--- src/rtl/cmd_i2c_pkg.sv ---
package cmd_i2c_pkg;

    localparam int REG_W = 16;

    localparam logic [1:0] IDX_CMD  = 2'd0;
    localparam logic [1:0] IDX_STAT = 2'd1;
    localparam logic [1:0] IDX_TXD  = 2'd2;
    localparam logic [1:0] IDX_RXD  = 2'd3;

    localparam int CB_WRITE = 10;
    localparam int CB_PAIR  = 11;
    localparam int CB_ADONLY = 12;
    localparam int CB_KEEP  = 13;
    localparam int CB_MODE_LO = 14;
    localparam logic [1:0] MODE_OK = 2'b10;

    // event vector order {rx_done, tx_done, error} = status bits 15:13
    localparam int EV_LSB = 13;

    typedef enum logic [2:0] {
        PH_IDLE,
        PH_START,
        PH_BIT,
        PH_STOP,
        PH_KEEP
    } bus_state_e;

    typedef struct packed {
        logic [6:0] target;
        logic       is_read;
        logic       pair;
        logic       adonly;
        logic       keep;
    } xfer_t;

endpackage

--- src/rtl/cmd_i2c_tick.sv ---
module cmd_i2c_tick #(
    parameter int CLK_DIV = 125
) (
    input  logic clk,
    input  logic rst_n,
    input  logic run,
    output logic tick
);
    localparam int CW = (CLK_DIV > 1) ? $clog2(CLK_DIV) : 1;
    localparam logic [CW-1:0] LAST = CW'(CLK_DIV - 1);

    logic [CW-1:0] cnt_d, cnt_q;

    always_comb begin
        cnt_d = cnt_q;
        tick  = 1'b0;
        if (!run) begin
            cnt_d = '0;
        end else if (cnt_q == LAST) begin
            cnt_d = '0;
            tick  = 1'b1;
        end else begin
            cnt_d = cnt_q + 1'b1;
        end
    end

    always_ff @(posedge clk or negedge rst_n) begin
        if (!rst_n) cnt_q <= '0;
        else        cnt_q <= cnt_d;
    end

endmodule

--- src/rtl/cmd_i2c_engine.sv ---
module cmd_i2c_engine
    import cmd_i2c_pkg::*;
(
    input  logic        clk,
    input  logic        rst_n,
    input  logic        tick,
    input  logic        start_i,
    input  xfer_t       xfer_i,
    input  logic [15:0] txd_i,
    input  logic        sda_in,
    output logic        busy_o,
    output logic        scl_low_o,
    output logic        sda_low_o,
    output logic        done_err_o,
    output logic        done_tx_o,
    output logic        done_rx_o,
    output logic [15:0] rxd_o
);
    typedef struct packed {
        bus_state_e  st;
        logic [1:0]  ph;
        logic [3:0]  bitc;
        logic [1:0]  byten;
        logic [7:0]  sh;
        logic [15:0] rxw;
        logic        nack;
        logic        scl_low;
        logic        sda_low;
        logic        done;
        xfer_t       xf;
        logic [15:0] txw;
    } eng_t;

    eng_t q, n;
    logic       tx_byte;
    logic       last_byte;
    logic [1:0] nbytes;

    always_comb begin
        n         = q;
        n.done    = 1'b0;
        nbytes    = q.xf.adonly ? 2'd0 : (q.xf.pair ? 2'd2 : 2'd1);
        tx_byte   = (q.byten == 2'd0) || !q.xf.is_read;
        last_byte = (q.byten == nbytes);
        if (start_i) begin
            n.xf   = xfer_i;
            n.txw  = txd_i;
            n.st   = PH_START;
            n.ph   = 2'd0;
            n.nack = 1'b0;
            n.rxw  = '0;
        end else if (tick) begin
            n.ph = q.ph + 2'd1;
            case (q.st)
                PH_START: begin
                    case (q.ph)
                        2'd0: n.sda_low = 1'b0;
                        2'd1: n.scl_low = 1'b0;
                        2'd2: n.sda_low = 1'b1;
                        default: begin
                            n.scl_low = 1'b1;
                            n.st      = PH_BIT;
                            n.bitc    = '0;
                            n.byten   = '0;
                            n.sh      = {q.xf.target, q.xf.is_read};
                        end
                    endcase
                end
                PH_BIT: begin
                    case (q.ph)
                        2'd0: begin
                            if (q.bitc < 4'd8) n.sda_low = tx_byte ? !q.sh[7] : 1'b0;
                            else               n.sda_low = tx_byte ? 1'b0 : !last_byte;
                        end
                        2'd1: n.scl_low = 1'b0;
                        2'd2: begin
                            if (q.bitc < 4'd8) begin
                                if (!tx_byte) n.sh = {q.sh[6:0], sda_in};
                            end else if (tx_byte) begin
                                n.nack = sda_in;
                            end
                        end
                        default: begin
                            n.scl_low = 1'b1;
                            if (q.bitc < 4'd8) begin
                                n.bitc = q.bitc + 4'd1;
                                if (tx_byte) n.sh = {q.sh[6:0], 1'b0};
                            end else if (tx_byte && q.nack) begin
                                n.st = PH_STOP;
                            end else begin
                                if (!tx_byte) begin
                                    if (q.byten == 2'd1) n.rxw[7:0]  = q.sh;
                                    else                 n.rxw[15:8] = q.sh;
                                end
                                if (last_byte) begin
                                    if (q.xf.keep) begin
                                        n.st      = PH_KEEP;
                                        n.sda_low = 1'b0;
                                        n.done    = 1'b1;
                                    end else begin
                                        n.st = PH_STOP;
                                    end
                                end else begin
                                    n.byten = q.byten + 2'd1;
                                    n.bitc  = '0;
                                    n.sh    = q.xf.is_read ? 8'h00 :
                                              ((q.byten == 2'd0) ? q.txw[7:0] : q.txw[15:8]);
                                end
                            end
                        end
                    endcase
                end
                PH_STOP: begin
                    case (q.ph)
                        2'd0: n.sda_low = 1'b1;
                        2'd1: n.scl_low = 1'b0;
                        2'd2: n.sda_low = 1'b0;
                        default: begin
                            n.st   = PH_IDLE;
                            n.done = 1'b1;
                        end
                    endcase
                end
                default: n.ph = 2'd0;
            endcase
        end
    end

    always_ff @(posedge clk or negedge rst_n) begin
        if (!rst_n) q <= '0;
        else        q <= n;
    end

    assign busy_o     = (q.st != PH_IDLE) && (q.st != PH_KEEP);
    assign scl_low_o  = q.scl_low;
    assign sda_low_o  = q.sda_low;
    assign done_err_o = q.done && q.nack;
    assign done_tx_o  = q.done && !q.nack && !q.xf.is_read;
    assign done_rx_o  = q.done && !q.nack && q.xf.is_read;
    assign rxd_o      = q.rxw;

    AST_START_ONLY_WHEN_FREE: assert property (@(posedge clk) disable iff (!rst_n)
        start_i |-> !busy_o);
    AST_NACK_ENDS_RELEASED: assert property (@(posedge clk) disable iff (!rst_n)
        done_err_o |-> (q.st == PH_IDLE) && !scl_low_o && !sda_low_o);
    AST_SDA_MOVES_UNDER_LOW_SCL: assert property (@(posedge clk) disable iff (!rst_n)
        ((q.st == PH_BIT) && ($past(q.st) == PH_BIT) && !$stable(sda_low_o))
        |-> (scl_low_o && $past(scl_low_o)));
    AST_KEEP_HOLDS_SCL: assert property (@(posedge clk) disable iff (!rst_n)
        (q.st == PH_KEEP) |-> scl_low_o);

endmodule

--- src/rtl/cmd_i2c_regs.sv ---
module cmd_i2c_regs
    import cmd_i2c_pkg::*;
(
    input  logic        clk,
    input  logic        rst_n,
    input  logic        reg_wr,
    input  logic [1:0]  reg_addr,
    input  logic [15:0] reg_wdata,
    output logic [15:0] reg_rdata,
    input  logic        busy_i,
    input  logic        done_err_i,
    input  logic        done_tx_i,
    input  logic        done_rx_i,
    input  logic [15:0] rxd_i,
    output logic        start_o,
    output xfer_t       xfer_o,
    output logic [15:0] txd_o
);
    typedef struct packed {
        logic [2:0]  ev;
        logic [15:0] txd;
        logic [15:0] rxd;
    } regs_t;

    regs_t q, n;
    logic       cmd_wr;
    logic       mode_ok;
    logic [2:0] clr;
    logic [2:0] ev_q;

    always_comb begin
        n       = q;
        cmd_wr  = reg_wr && (reg_addr == IDX_CMD);
        mode_ok = reg_wdata[CB_MODE_LO+1:CB_MODE_LO] == MODE_OK;
        start_o = cmd_wr && mode_ok && !busy_i;
        clr     = (reg_wr && (reg_addr == IDX_STAT)) ? reg_wdata[EV_LSB+2:EV_LSB] : 3'b000;
        n.ev    = q.ev & ~clr;
        if ((cmd_wr && (!mode_ok || busy_i)) || done_err_i) n.ev[0] = 1'b1;
        if (done_tx_i) n.ev[1] = 1'b1;
        if (done_rx_i) n.ev[2] = 1'b1;
        if (reg_wr && (reg_addr == IDX_TXD)) n.txd = reg_wdata;
        if (done_rx_i) n.rxd = rxd_i;
    end

    always_comb begin
        xfer_o.target  = reg_wdata[7:1];
        xfer_o.is_read = !reg_wdata[CB_WRITE];
        xfer_o.pair    = reg_wdata[CB_PAIR];
        xfer_o.adonly  = reg_wdata[CB_ADONLY];
        xfer_o.keep    = reg_wdata[CB_KEEP];
    end

    always_comb begin
        case (reg_addr)
            IDX_STAT: reg_rdata = {q.ev, 13'd0};
            IDX_TXD:  reg_rdata = q.txd;
            IDX_RXD:  reg_rdata = q.rxd;
            default:  reg_rdata = '0;
        endcase
    end

    always_ff @(posedge clk or negedge rst_n) begin
        if (!rst_n) q <= '0;
        else        q <= n;
    end

    assign txd_o = q.txd;
    assign ev_q  = q.ev;

    AST_EVENTS_STICKY: assert property (@(posedge clk) disable iff (!rst_n)
        (|ev_q) |=> ((ev_q & ($past(ev_q) & ~$past(clr))) == ($past(ev_q) & ~$past(clr))));
    AST_BAD_MODE_FLAGS: assert property (@(posedge clk) disable iff (!rst_n)
        (reg_wr && (reg_addr == IDX_CMD) && (reg_wdata[15:14] != MODE_OK)) |=> ev_q[0]);
    AST_BUSY_CMD_FLAGS: assert property (@(posedge clk) disable iff (!rst_n)
        (reg_wr && (reg_addr == IDX_CMD) && busy_i) |=> ev_q[0]);

endmodule

--- src/rtl/cmd_i2c_master.sv ---
module cmd_i2c_master
    import cmd_i2c_pkg::*;
#(
    parameter int CLK_DIV = 125
) (
    input  logic        clk,
    input  logic        rst_n,
    input  logic        reg_wr,
    input  logic [1:0]  reg_addr,
    input  logic [15:0] reg_wdata,
    output logic [15:0] reg_rdata,
    output logic        scl_pull,
    output logic        sda_pull,
    input  logic        sda_in
);
    logic        tick, busy, start;
    logic        d_err, d_tx, d_rx;
    logic [15:0] rxd, txd;
    xfer_t       xfer;

    cmd_i2c_tick #(.CLK_DIV(CLK_DIV)) u_tick (
        .clk(clk), .rst_n(rst_n), .run(busy), .tick(tick)
    );

    cmd_i2c_regs u_regs (
        .clk(clk), .rst_n(rst_n),
        .reg_wr(reg_wr), .reg_addr(reg_addr), .reg_wdata(reg_wdata), .reg_rdata(reg_rdata),
        .busy_i(busy), .done_err_i(d_err), .done_tx_i(d_tx), .done_rx_i(d_rx), .rxd_i(rxd),
        .start_o(start), .xfer_o(xfer), .txd_o(txd)
    );

    cmd_i2c_engine u_engine (
        .clk(clk), .rst_n(rst_n), .tick(tick),
        .start_i(start), .xfer_i(xfer), .txd_i(txd), .sda_in(sda_in),
        .busy_o(busy), .scl_low_o(scl_pull), .sda_low_o(sda_pull),
        .done_err_o(d_err), .done_tx_o(d_tx), .done_rx_o(d_rx), .rxd_o(rxd)
    );

endmodule

--- config.mk ---
export PLATFORM = sky130hd
export DESIGN_NAME = cmd_i2c_master
export DESIGN_NICKNAME = d
export VERILOG_FILES = /design/src/rtl/cmd_i2c_pkg.sv /design/src/rtl/cmd_i2c_tick.sv /design/src/rtl/cmd_i2c_engine.sv /design/src/rtl/cmd_i2c_regs.sv /design/src/rtl/cmd_i2c_master.sv
export SDC_FILE = /design/constraint.sdc
export NUM_CORES = 1
export LEC_CHECK = 0
export BUFFER_PORTS_ARGS = -buffer_cell sky130_fd_sc_hd__buf_2
export CELL_PAD_IN_SITES_DETAIL_PLACEMENT = 0
export CELL_PAD_IN_SITES_GLOBAL_PLACEMENT = 2
export CORE_UTILIZATION = 43
export DETAILED_ROUTE_END_ITERATION = 12
export PLACE_DENSITY_LB_ADDON = 0.25
export SLEW_MARGIN = 15
export SYNTH_ARGS = -nofsm -noshare
export SYNTH_HDL_FRONTEND = slang
export SYNTH_SLANG_ARGS = --single-unit
--- constraint.sdc ---
create_clock -name clk -period 4.85 [get_ports clk]
set_input_delay 0.97 -clock clk [delete_from_list [all_inputs] [get_ports clk]]
set_output_delay 0.97 -clock clk [all_outputs]
set_load 0.05 [all_outputs]
# Word level (Yosys, flattened, before mapping)
# Cells that the tools add are included.
totals:
  rom_bits: 0
  regBits: 108
  latch_bits: 0
  memories: 0
  elab_cells: 182
  in_bits: 22
  ramBits: 0
  output_inout_bits: 18
classes:
  shifts: 0
  n_reduce_logical: 48
  mul: 0
  add_sub_neg: 4
  div_mod_pow: 0
  bitwise_logic: 3
  n_mux: 63
  n_lt_le_gt_ge: 1
  n_eq_ne: 42
op_table:
  columns: ["cell", "n"]
  rows:
  - ["two-way mux 8 bit", 8]
  - ["two-way mux 16 bit", 3]
  - ["case mux 16 bit (3 select lines)", 1]
  - ["two-way mux 39 bit", 1]
  - ["two-way mux 17 bit", 2]
  - ["two-way mux 30 bit", 1]
  - ["two-way mux 14 bit", 2]
  - ["case mux 14 bit (2 select lines)", 1]
  - ["AND reduction 7 bit", 4]
  - ["!= test 3 bit, second input constant", 9]
  - ["two-way mux 3 bit", 8]
  - ["!= test 2 bit, second input constant", 12]
  - ["AND reduction 10 bit", 2]
  - ["two-way mux 2 bit", 8]
  - ["case mux 8 bit (2 select lines)", 1]
  - ["two-way mux 1 bit", 15]
  - ["two-way mux 7 bit", 2]
  - ["logical AND 1 bit", 12]
  - ["!= test 3 x 1 -> 1 bit, second input constant", 4]
  - ["nonzero test 2 bit", 6]
  - ["case mux 1 bit (2 select lines)", 5]
  - ["case mux 3 bit (3 select lines)", 1]
  - ["equality test 2 bit, second input constant", 4]
  - ["AND reduction 8 bit", 1]
  - ["29 further kinds", 48]

# Longest topological paths before layout
depth:
  depth_word: 10
  mapped_depth: 9
  depth_no_buf: 7

# Cells and area by module
# From an unflattened synthesis, not the netlist that was laid out.
unflattened:
  cells_unflattened: 485
  hier_area_um2: 5650.4
modules_own_cells:
  columns: ["module", "cells_each", "area_per_inst_um2", "seq_area_each_um2", "instances"]
  rows:
  - ["cmd_i2c_engine", 305, 3408.3, 1651.6, 1]
  - ["cmd_i2c_regs", 144, 1893.1, 875.8, 1]
  - ["cmd_i2c_tick", 36, 349.1, 175.2, 1]

# Least setup slack after synthesis
# OpenSTA, ideal clock, no wires.
synth_timing:
  path_kind: "input port to output port"
  from: "input port reg_addr[0]"
  to: "output port reg_rdata[0]"
  t_required_ps: 3880
  t_arrival_ps: 2624
  path_buffers: 2
  slack_ps: 1256
  stages: 4
  cell_sequence: "clkbuf_1 -> clkbuf_1 -> mux2i_1 -> nor2b_1"
synth_via:
  elab_chain_cells: 2
  elab_cells_between_ends: 4
  cone_classes: "3 x eq/ne; 1 x mux"
synth_lines:
  columns: ["item", "line", "text"]
  rows:
  - ["start: declaration", "cmd_i2c_master.sv:9", "input logic [1:0] reg_addr,"]
  - ["equality test 2 bit or equality test 2 x 1 -> 1 bit (tied branches)", "cmd_i2c_regs.sv:54", "case (reg_addr)"]
  - ["case mux 16 bit (3 select lines) *", "cmd_i2c_regs.sv:54", null]
  - ["end: declaration", "cmd_i2c_master.sv:11", "output logic [15:0] reg_rdata,"]
# Mark *: on every way between the ends. The rest lies on a longest branch, timed or not.

# Worst setup path after layout
layout_timing:
  from: "input port reg_addr[0]"
  to: "output port reg_rdata[15]"
# Same word-level chain as after synthesis.

==> impl_metrics.py <==
metrics = {
    "routing": {
        "first_pass_iters": 4,
        "vias_per_cell": 5.53,
        "ant_nets": 0,
        "drc": 0,
        "wl_per_cell_um": 17.8,
        "routed_wl_mm": 12.2,
        "vias": 3785,
        "drt-initial-drc-count": 234,
    },
    "pwr": {
        "clock_power_share_pct": 32.8,
        "peakVddDrop_mv": 0.229,
        "power.switching_uw": 656,
        "comb_power_share_pct": 16.4,
        "p_leak_uw": 0.00286,
        "seqPwrFrac_pct": 50.8,
        "p_sw_share_pct": 29.5,
        "power_density_nw_per_um2": 377,
        "internal_power_uw": 1570,
    },
    "grt": {
        "track_usage_pct": 20.7,
        "antenna_found_initial": 0,
        "grt_pass1_wl_mm": 20.0,
        "first_global_vias": 3614,
        "overflow": 0,
        "grt_max_degree": 55,
    },
    "timing": {
        "fin_crit_ns": 3.20,
        "setup_ws_ns": 1.65,
        "max-slew-margin-rel_pct": 28.9,
        "hold_violations": 0,
        "finalCritPeriodShare_pct": 65.9,
        "clock_skew_ns": 0.00885,
        "rsz0062_at_grt": "no",
        "setup_violations": 0,
        "tightestPinTransition_ns": 1.06,
        "drv_slew": 0,
        "tns_ns": 0,
        "timing.fmax_ghz": 0.313,
    },
    "floorplanning": {
        "ioPinCount": 40,
        "start_util_pct": 44.0,
        "die_y_um": 113,
        "die_area_um2": 12700,
        "die-width_um": 113,
        "rows": 40,
        "floorplan.core_area_um2": 12000,
    },
    "layout": {
        "areaGrowthSynthToFinish_pct": 11.5,
        "layout_common_cells": "dfrtp_1, nand2_1, mux2_2, buf_2, nor2_1",
        "antennaDiodeCount": 0,
        "fin_nets": 564,
        "drive_gt1_share_pct": 22.3,
        "postLayoutCoreUtil_pct": 49.1,
        "layout.cells.most_common": "dfrtp_1",
    },
    "critical_path": {
        "critical_path.max_fanout": 20,
        "critical_path_depth": 4,
        "crit_path_frequent_cell": "buf_2",
        "path_cells": "buf_2 -> mux2_2 -> a22o_1 -> buf_2",
        "ff2ff_setup_slack_ns": 2.04,
        "reg2reg_to": "u_engine.q[50]",
        "endpoint_kind": "output pin",
        "worstRegToRegCells": 7,
        "worst-path-buf-inv": 2,
        "required_ns": 3.88,
        "reg2reg_from": "u_engine.q[55]",
        "crit_slowest_cell": "buf_2",
        "slowest_delay_ns": 0.43,
        "crit_type": "input port to output pin",
        "crit_family": "buffers and inverters",
        "start_kind": "input port",
        "worstPathArrival_ns": 2.23,
    },
    "clock_network": {
        "cts_tree": "yes",
        "root_buffer": "clkbuf_16",
        "h-tree-depth": 3,
        "clock_latency_ns": 0.35,
        "cts.reportedPaths.clkPinSlew_ns": 0.07,
        "postCtsSetupRepairBufs": 0,
        "ctsResizeCount": 0,
        "hold_buffers": 0,
        "clock_sinks": 108,
        "clockBufferDepth": 2,
        "cts_buffers": 9,
    },
    "place": {
        "pre_cts_ws_ns": 1.65,
        "gp_congestion": 0.797,
        "io_buffer_count": 39,
        "dp_hpwl_mm": 8.22,
    },
    "synth": {
        "syn-cell-area_um2": 5290,
        "syn-num-nets": 534,
        "ys_types": 57,
        "synth-edff-count": 0,
        "synth-main-ff-cell": "dfrtp_1",
        "synth_cells": 503,
        "yosysSeqAreaShare_pct": 51.1,
        "ys_ff_latch": 108,
        "yosysWarnings": 0,
        "synthArstFlopShare_pct": 100,
        "syn_avg_cell_area_um2": 10.5,
    },
    "worst_hold_path": {
        "hold_path.class": "input port to asynchronous set/reset pin",
    },
    "flow_run": {
        "cap_violations": 0,
    },
    "outcome": {
        "status": "finished, final reports clean",
    },
}
power by group through the flow:
stage | Clock [µW] | Sequential (µW) | Combinational (µW)
floorplan | 0 | 1100 | 285
global placement | 0 | 1150 | 364
detailed placement | 0 | 1150 | 367
CTS | 751 | 1130 | 370
global route | 786 | 1150 | 413
finish | 729 | 1130 | 365
cell families (layout without fill, tap and decap cells):
kind of cell / Yosys count / in the layout / synth area share (%)
adder cells (fa/ha/maj): 9 / 9 / 2.13
buffers and inverters: 42 / 77 / 3.22
flip-flops: 108 / 108 / 51.1
XOR/XNOR: 5 / 5 / 0.828
AND/OR/NAND/NOR: 202 / 202 / 18.5
AO/OA/AOI/OAI: 72 / 72 / 10.2
multiplexers: 65 / 65 / 14.0
worst max path at each step:
stage / from / endpoint
2_1_floorplan: reg_addr[0] / reg_rdata[0]
3_3_place_gp: reg_addr[0] / reg_rdata[15]
3_5_place_dp: reg_addr[0] / reg_rdata[15]
4_1_cts: reg_addr[0] / reg_rdata[15]
5_1_grt: reg_addr[0] / reg_rdata[15]
6_report: reg_addr[0] / reg_rdata[15]
final cells by class:
class	instances	area (µm²)
Sequential cell	108	2700
Tap cell	147	184
Clock inverter	4	30.0
Timing Repair Buffer	44	235
Inverter	17	63.8
Fill cell	1152	6110
Clock buffer	12	267
Multi-Input combinational cell	353	2420
metal layers:
layer / global-route usage (%) / up-vias / share of wire [%]
met5: 0 / - / 0
met4: 4.74 / 0 / 0.98
met3: 4.87 / 9 / 3.6
met2: 33.6 / 71 / 47
met1: 28.4 / 1887 / 48
li1: - / 1818 / -
cells in the mapped netlist (3+ instances only):
| master | count | area share (%) |
|---|---|---|
| nand4_1 | 3 | 0.35 |
| a221oi_1 | 8 | 1.3 |
| mux2i_1 | 16 | 3.0 |
| clkbuf_1 | 18 | 1.3 |
| nand3_1 | 9 | 0.85 |
| nor2b_1 | 20 | 2.4 |
| nor4b_1 | 3 | 0.50 |
| buf_2 | 4 | 0.38 |
| nand3b_1 | 3 | 0.43 |
| dfrtp_1 | 108 | 51 |
| inv_1 | 16 | 1.1 |
| xor2_1 | 4 | 0.66 |
| nor3_1 | 5 | 0.47 |
| mux2_2 | 41 | 8.7 |
| a21oi_1 | 4 | 0.38 |
| a22o_1 | 12 | 2.0 |
| o31ai_1 | 4 | 0.57 |
| nand2_1 | 103 | 7.3 |
| mux2_4 | 8 | 2.3 |
| ha_1 | 9 | 2.1 |
| or3_1 | 3 | 0.35 |
| nor3b_1 | 3 | 0.43 |
| o21ai_0 | 26 | 2.5 |
| nand2b_1 | 4 | 0.47 |
| nor2_1 | 32 | 2.3 |
flip-flops by register name, summed over array words and instances, names as in the netlist:
name                count
u_engine.q             48
u_engine.rxd_o         16
u_engine.scl_low_o      1
u_engine.sda_low_o      1
u_regs.ev_q             3
u_regs.q               16
u_regs.txd_o           16
u_tick.cnt_q            7
stage by stage:
stage | cell area (µm²) | hold WS (ns) | total power (µW) | cells
after floorplan | 5290 | 0.440 | 1390 | 503
after global placement | 5600 | 0.452 | 1510 | 669
after detailed placement | 5600 | 0.461 | 1510 | 669
after CTS | 5900 | 0.467 | 2250 | 685
after global routing | 5900 | 0.474 | 2350 | 685
final | 5900 | 0.466 | 2220 | 685
No activity file was read; power rests on OpenSTA's default activity.
